===== src/rtl/ddr_seq_pkg.sv =====
package ddr_seq_pkg;

  typedef enum logic [2:0] {
    CMD_NOP = 3'd0,
    CMD_ACT = 3'd1,
    CMD_RD  = 3'd2,
    CMD_WR  = 3'd3,
    CMD_PRE = 3'd4
  } cmd_e;

  typedef enum logic [2:0] {
    ST_IDLE,
    ST_CLOSE,
    ST_OPEN,
    ST_ACCESS,
    ST_BURST
  } seq_st_e;

  // Clock cycles a burst occupies on the data pins (two words per clock).
  function automatic logic [2:0] burst_cycles(input logic [1:0] code);
    case (code)
      2'b00:   burst_cycles = 3'd1;
      2'b01:   burst_cycles = 3'd2;
      default: burst_cycles = 3'd4;
    endcase
  endfunction

endpackage


===== src/rtl/ddr_bank_track.sv =====
module ddr_bank_track #(
  parameter int ROW_W = 13,
  parameter int T_RCD = 3,
  parameter int T_RP  = 4,
  parameter int TMR_W = 5
) (
  input  logic             clk,
  input  logic             rst_n,
  input  logic             act_i,
  input  logic             pre_i,
  input  logic             acc_i,
  input  logic             ap_i,
  input  logic [2:0]       half_i,
  input  logic [ROW_W-1:0] row_i,
  output logic             open_o,
  output logic [ROW_W-1:0] row_o,
  output logic             idle_o
);

  logic [TMR_W-1:0] tmr_q, tmr_d;
  logic             open_q, open_d;
  logic [ROW_W-1:0] row_q;

  always_comb begin
    tmr_d  = tmr_q;
    open_d = open_q;
    if (act_i) begin
      tmr_d  = TMR_W'(T_RCD - 1);
      open_d = 1'b1;
    end else if (pre_i) begin
      tmr_d  = TMR_W'(T_RP - 1);
      open_d = 1'b0;
    end else if (acc_i && ap_i) begin
      tmr_d  = TMR_W'(half_i) + TMR_W'(T_RP - 1);
      open_d = 1'b0;
    end else if (tmr_q != '0) begin
      tmr_d  = tmr_q - 1'b1;
    end
  end

  always_ff @(posedge clk or negedge rst_n) begin
    if (!rst_n) begin
      tmr_q  <= '0;
      open_q <= 1'b0;
    end else begin
      tmr_q  <= tmr_d;
      open_q <= open_d;
    end
  end

  always_ff @(posedge clk or negedge rst_n) begin
    if (!rst_n)     row_q <= '0;
    else if (act_i) row_q <= row_i;
  end

  assign open_o = open_q;
  assign row_o  = row_q;
  assign idle_o = (tmr_q == '0);

  // Activation only to a closed, settled bank.
  assert_act_closed_R2: assert property (@(posedge clk) disable iff (!rst_n)
    act_i |-> (!open_q && idle_o));
  // Precharge only to an open, settled bank.
  assert_pre_open_R4: assert property (@(posedge clk) disable iff (!rst_n)
    pre_i |-> (open_q && idle_o));
  // Column access only to an open, settled bank.
  assert_acc_open_R3: assert property (@(posedge clk) disable iff (!rst_n)
    acc_i |-> (open_q && idle_o));
  // A bank never receives two operations in one cycle.
  assert_one_op_R4: assert property (@(posedge clk) disable iff (!rst_n)
    $onehot0({act_i, pre_i, acc_i}));
  // Auto precharge closes the bank and blocks it for at least one cycle.
  assert_ap_close_R6: assert property (@(posedge clk) disable iff (!rst_n)
    (acc_i && ap_i) |=> (!open_q && !idle_o));

endmodule


===== src/rtl/ddr_cmd_seq.sv =====
module ddr_cmd_seq
  import ddr_seq_pkg::*;
#(
  parameter int NBANK  = 4,
  parameter int ROW_W  = 13,
  parameter int COL_W  = 9,
  parameter int T_RCD  = 3,
  parameter int T_RP   = 4,
  parameter int BANK_W = $clog2(NBANK),
  parameter int ADDR_W = (ROW_W > COL_W) ? ROW_W : COL_W
) (
  input  logic              clk,
  input  logic              rst_n,
  input  logic              req_valid,
  output logic              req_ready,
  input  logic              req_write,
  input  logic [BANK_W-1:0] req_bank,
  input  logic [ROW_W-1:0]  req_row,
  input  logic [COL_W-1:0]  req_col,
  input  logic [1:0]        req_blen,
  input  logic              req_autopre,
  output logic [2:0]        cmd_out,
  output logic [BANK_W-1:0] cmd_bank,
  output logic [ADDR_W-1:0] cmd_addr,
  output logic              cmd_ap
);

  localparam int TMR_W = $clog2(T_RCD + T_RP + 8) + 1;

  seq_st_e st_q, st_d;
  logic [2:0] cnt_q, cnt_d;

  // Latched request
  logic              rq_write, rq_ap, ld_req;
  logic [BANK_W-1:0] rq_bank;
  logic [ROW_W-1:0]  rq_row;
  logic [COL_W-1:0]  rq_col;
  logic [2:0]        rq_half;

  // Registered command outputs
  cmd_e              cmd_q, cmd_d;
  logic [BANK_W-1:0] bank_q, bank_d;
  logic [ADDR_W-1:0] addr_q, addr_d;
  logic              ap_q, ap_d;

  // Per-bank state
  logic [NBANK-1:0]  act_v, pre_v, acc_v, b_open, b_idle;
  logic [ROW_W-1:0]  b_row [NBANK];

  for (genvar b = 0; b < NBANK; b++) begin : g_bank
    ddr_bank_track #(
      .ROW_W(ROW_W), .T_RCD(T_RCD), .T_RP(T_RP), .TMR_W(TMR_W)
    ) u_trk (
      .clk    (clk),
      .rst_n  (rst_n),
      .act_i  (act_v[b]),
      .pre_i  (pre_v[b]),
      .acc_i  (acc_v[b]),
      .ap_i   (rq_ap),
      .half_i (rq_half),
      .row_i  (rq_row),
      .open_o (b_open[b]),
      .row_o  (b_row[b]),
      .idle_o (b_idle[b])
    );
  end

  assign req_ready = (st_q == ST_IDLE);

  always_comb begin
    st_d   = st_q;
    cnt_d  = cnt_q;
    ld_req = 1'b0;
    cmd_d  = CMD_NOP;
    bank_d = '0;
    addr_d = '0;
    ap_d   = 1'b0;
    act_v  = '0;
    pre_v  = '0;
    acc_v  = '0;
    case (st_q)
      ST_IDLE: begin
        if (req_valid) begin
          ld_req = 1'b1;
          if (!b_open[req_bank])                  st_d = ST_OPEN;
          else if (b_row[req_bank] == req_row)    st_d = ST_ACCESS;
          else                                    st_d = ST_CLOSE;
        end
      end
      ST_CLOSE: begin
        if (b_idle[rq_bank]) begin
          cmd_d          = CMD_PRE;
          bank_d         = rq_bank;
          pre_v[rq_bank] = 1'b1;
          st_d           = ST_OPEN;
        end
      end
      ST_OPEN: begin
        if (b_idle[rq_bank]) begin
          cmd_d          = CMD_ACT;
          bank_d         = rq_bank;
          addr_d         = ADDR_W'(rq_row);
          act_v[rq_bank] = 1'b1;
          st_d           = ST_ACCESS;
        end
      end
      ST_ACCESS: begin
        if (b_idle[rq_bank]) begin
          cmd_d          = rq_write ? CMD_WR : CMD_RD;
          bank_d         = rq_bank;
          addr_d         = ADDR_W'(rq_col);
          ap_d           = rq_ap;
          acc_v[rq_bank] = 1'b1;
          cnt_d          = rq_half - 1'b1;
          st_d           = ST_BURST;
        end
      end
      ST_BURST: begin
        if (cnt_q == '0) st_d = ST_IDLE;
        else             cnt_d = cnt_q - 1'b1;
      end
      default: st_d = ST_IDLE;
    endcase
  end

  always_ff @(posedge clk or negedge rst_n) begin
    if (!rst_n) begin
      st_q   <= ST_IDLE;
      cnt_q  <= '0;
      cmd_q  <= CMD_NOP;
      bank_q <= '0;
      addr_q <= '0;
      ap_q   <= 1'b0;
    end else begin
      st_q   <= st_d;
      cnt_q  <= cnt_d;
      cmd_q  <= cmd_d;
      bank_q <= bank_d;
      addr_q <= addr_d;
      ap_q   <= ap_d;
    end
  end

  always_ff @(posedge clk or negedge rst_n) begin
    if (!rst_n) begin
      rq_write <= 1'b0;
      rq_ap    <= 1'b0;
      rq_bank  <= '0;
      rq_row   <= '0;
      rq_col   <= '0;
      rq_half  <= 3'd1;
    end else if (ld_req) begin
      rq_write <= req_write;
      rq_ap    <= req_autopre;
      rq_bank  <= req_bank;
      rq_row   <= req_row;
      rq_col   <= req_col;
      rq_half  <= burst_cycles(req_blen);
    end
  end

  assign cmd_out  = cmd_q;
  assign cmd_bank = bank_q;
  assign cmd_addr = addr_q;
  assign cmd_ap   = ap_q;

  // Checker state: cycles of the current burst still to run on the output.
  logic [2:0] quiet_q;
  always_ff @(posedge clk or negedge rst_n) begin
    if (!rst_n)                                  quiet_q <= '0;
    else if (cmd_q == CMD_RD || cmd_q == CMD_WR) quiet_q <= rq_half - 1'b1;
    else if (quiet_q != '0)                      quiet_q <= quiet_q - 1'b1;
  end

  assert_burst_quiet_R5: assert property (@(posedge clk) disable iff (!rst_n)
    (quiet_q != '0) |-> (cmd_q == CMD_NOP));
  assert_busy_after_take_R7: assert property (@(posedge clk) disable iff (!rst_n)
    (req_valid && req_ready) |=> !req_ready);
  assert_ap_only_access_R6: assert property (@(posedge clk) disable iff (!rst_n)
    cmd_ap |-> (cmd_q == CMD_RD || cmd_q == CMD_WR));
  assert_pre_addr_zero_R4: assert property (@(posedge clk) disable iff (!rst_n)
    (cmd_q == CMD_PRE) |-> (cmd_addr == '0));

endmodule


===== config.mk =====
export PLATFORM = sky130hd
export DESIGN_NAME = ddr_cmd_seq
export DESIGN_NICKNAME = d
export VERILOG_FILES = /design/src/rtl/ddr_seq_pkg.sv /design/src/rtl/ddr_bank_track.sv /design/src/rtl/ddr_cmd_seq.sv
export SDC_FILE = /design/constraint.sdc
export NUM_CORES = 1
export LEC_CHECK = 0
export BUFFER_PORTS_ARGS = -buffer_cell sky130_fd_sc_hd__buf_2
export CORE_UTILIZATION = 30
export CTS_CLUSTER_DIAMETER = 150
export DETAILED_ROUTE_END_ITERATION = 8
export HOLD_SLACK_MARGIN = 0.15
export PLACE_DENSITY_LB_ADDON = 0.1
export SLEW_MARGIN = 20
export SYNTH_ARGS = -nofsm -noshare
export SYNTH_HDL_FRONTEND = slang
export SYNTH_SLANG_ARGS = --single-unit

===== constraint.sdc =====
create_clock -name clk -period 3.24 [get_ports clk]
set_clock_uncertainty 0.2 [all_clocks]
set_input_delay 0.324 -clock clk [delete_from_list [all_inputs] [get_ports clk]]
set_output_delay 0.324 -clock clk [all_outputs]
set_load 0.01 [all_outputs]

==> metrics.cfg <==
[synthesis]
yosys_warnings = 0
synth_top_area_cell = dfrtp_1
synth_top_area_share_pct = 53.9
synthesis.instances = 487
ys_async_sr_fraction_pct = 100
synth_nets = 528
synth_cell_types = 57
ys_top_cells_by_area = dfrtp_1 (54%), mux2_2 (11%), mux4_2 (5.3%)
ys_ff_latch = 130
synth-seq-area-share_pct = 54.3
synth_edf_count = 0
avgSynthCellArea_sq_um = 12.3
synth_area_sq_um = 5990
synth_flop_cell = dfrtp_1

[timing]
final.setup.tns_ps = 0
period_needed_ps = 2990
period_share_pct = 92.2
worst_slack_ps = 252
slew_violations = 0
relSlewSlack_pct = 47.9
fmax_mhz = 335
tightestPinTransition_ps = 774
grt_setup_unrepaired = no
hold_slack_ps = 264
setup_violations = 0
finalHoldViolCount = 0

[placed_design]
place_hpwl_um = 9560
gp_congestion = 0.784
portBuffers = 50
pre_cts_ws_ps = 251
placed_cells = 793

[outcome]
status = completed

[clock_network]
cts_max_path_buffers = 2
htreeDepth = 4
postCtsSetupRepairBufs = 0
clock-root-buffer = clkbuf_16
cts_resized = 0
cts_sinks = 130
path_clk_slew_ps = 60
cts_buffers = 17
cts_tree = done
clk_latency_ps = 420

[floorplan]
die-area_sq_um = 20500
fp.dieH_um = 143
start_util_pct = 30.7
die_x_um = 143
core-area_sq_um = 19500
fp-row-count = 51
ios = 51

[final_layout]
utilization_pct = 38.4
antenna_cells = 0
layout_common_cells = dfrtp_1 (129), nand2_1 (59), mux2_2 (57), buf_2 (49), dlygate4sd3_1 (29)
nets = 617
drive_gt1_share_pct = 30.6
multiInputGateArea_sq_um = 2550
final_cells = 854
mostFrequentLayoutCell = dfrtp_1
seq_area_sq_um = 3250
syn2layout_area_growth_pct = 25.0
fillers = 1953

[detailed_routing]
routed_via_density = 4.79
via_count = 4089
wl_um = 14200
drtAntennaViolNets = 0
drc = 0
dr.pass1.iters = 5
wl_per_cell_um = 16.6
drt_iter0_drc = 219

[setup_path]
arrival_ps = 3080
start_kind = flop
required_ps = 3340
crit_fanout = 17
timing.critical_path.to_type = flop
worstSetupPathType = flop to flop

[global_route]
grt_pass1_vias = 4297
antenna_found_initial = 0
grt_max_degree = 82
grt_pass1_wl_um = 23700
grt_usage_pct = 15.6
gr-total-overflow = 0

[power_and_ir_drop]
power_density_nw_per_um2 = 993
ir_worst_vdd_v = 0.000407
p_leak_nw = 3.46

[worst_hold_path]
hp-class = flop to flop

[job]
drv_cap = 0

## routing by layer
metal,vias up,wire length [um],GRT usage (%)
met4,0,168,5.43
met2,73,6910,25.0
met3,12,406,3.63
li1,1917,-,-
met5,-,0,0
met1,2087,6680,20.6
## critical path: stages (launching register included)
cell and delay [ps]:
dfrtp_1 380, inv_1 100, ha_1 190, or4b_1 530, a222oi_1 370, buf_4 280
nand2_2 100, nor3_4 130, buf_4 230, mux2_1 340
## through the flow
step	power (mW)	cell area, sq um
floorplan	4.73	5990
global placement	5.50	6600
detailed placement	5.56	6600
CTS	7.55	7490
global route	8.01	7490
finish	7.44	7490
## layout make-up
type / count / share of cell area (%)
sequential: 130 / 43.4
multi-input combinational: 313 / 34.0
timing repair buffer: 97 / 9.27
clock buffer: 21 / 6.28
tap: 265 / 4.43
clock inverter: 11 / 1.70
inverter: 17 / 0.852
## cells in the mapped netlist (all sizes together) (11+ instances only)
library cell and n:
mux4 14, o21ai 11, a21oi 13, buf 12
inv 17, xnor2 17, clkbuf 15, nor2 13
dfrtp 129, mux2 66, nor3 15, nand2 60
## path summary, 6_finish.rpt
path | slack (ps) | to | cells past startpoint | start
max in group asynchronous | 1720 | rq_half[0] | 3 | rst_n
worst max-delay path | 250 | g_bank[0].u_trk.row_o[5] | 9 | g_bank[3].u_trk.tmr_q[0]
worst min-delay path | 260 | g_bank[2].u_trk.row_o[4] | 2 | g_bank[2].u_trk.row_o[4]
worst min register to register | 260 | g_bank[2].u_trk.row_o[4] | 2 | g_bank[2].u_trk.row_o[4]
min in group asynchronous | 340 | g_bank[1].u_trk.tmr_q[3] | 2 | rst_n
worst max register to register | 250 | g_bank[0].u_trk.row_o[5] | 9 | g_bank[3].u_trk.tmr_q[0]
## cell families (layout without fill, tap and decap cells)
logic type      count (synthesis)  in the layout  share of synthesized area [%]
simple gates                  127            127                           10.5
flops                         130            130                           54.3
xor+xnor                       22             22                           3.21
mux                            86             86                           18.7
compound gates                 68             68                           8.04
buf+inv                        44            146                           3.15
fa+ha+maj                      10             10                           2.09
## where the power goes
part / switching (mW) / leakage (nW) / internal, mW / total [mW]
clock network: 0.720 / 0.286 / 1.20 / 1.92
logic: 1.24 / 1.55 / 1.30 / 2.55
registers: 0.585 / 1.62 / 2.39 / 2.97
total: 2.55 / 3.46 / 4.89 / 7.44
## timing repair
item                       4_1_cts  5_1_grt
hold buffers                    29        0
setup endpoints to repair        0        0
hold endpoints to repair       108        0
## flip-flops by register name, summed over array words and instances (netlist names)
register / flops
cmd_addr: 13
cmd_ap: 1
cmd_bank: 2
cmd_out: 3
cnt_q: 3
g_bank.u_trk.open_o: 4
g_bank.u_trk.row_o: 52
g_bank.u_trk.tmr_q: 20
rq_ap: 1
rq_bank: 2
rq_col: 9
rq_half: 3
rq_row: 13
rq_write: 1
st_q: 3
Power figures use the tool's default switching activity.
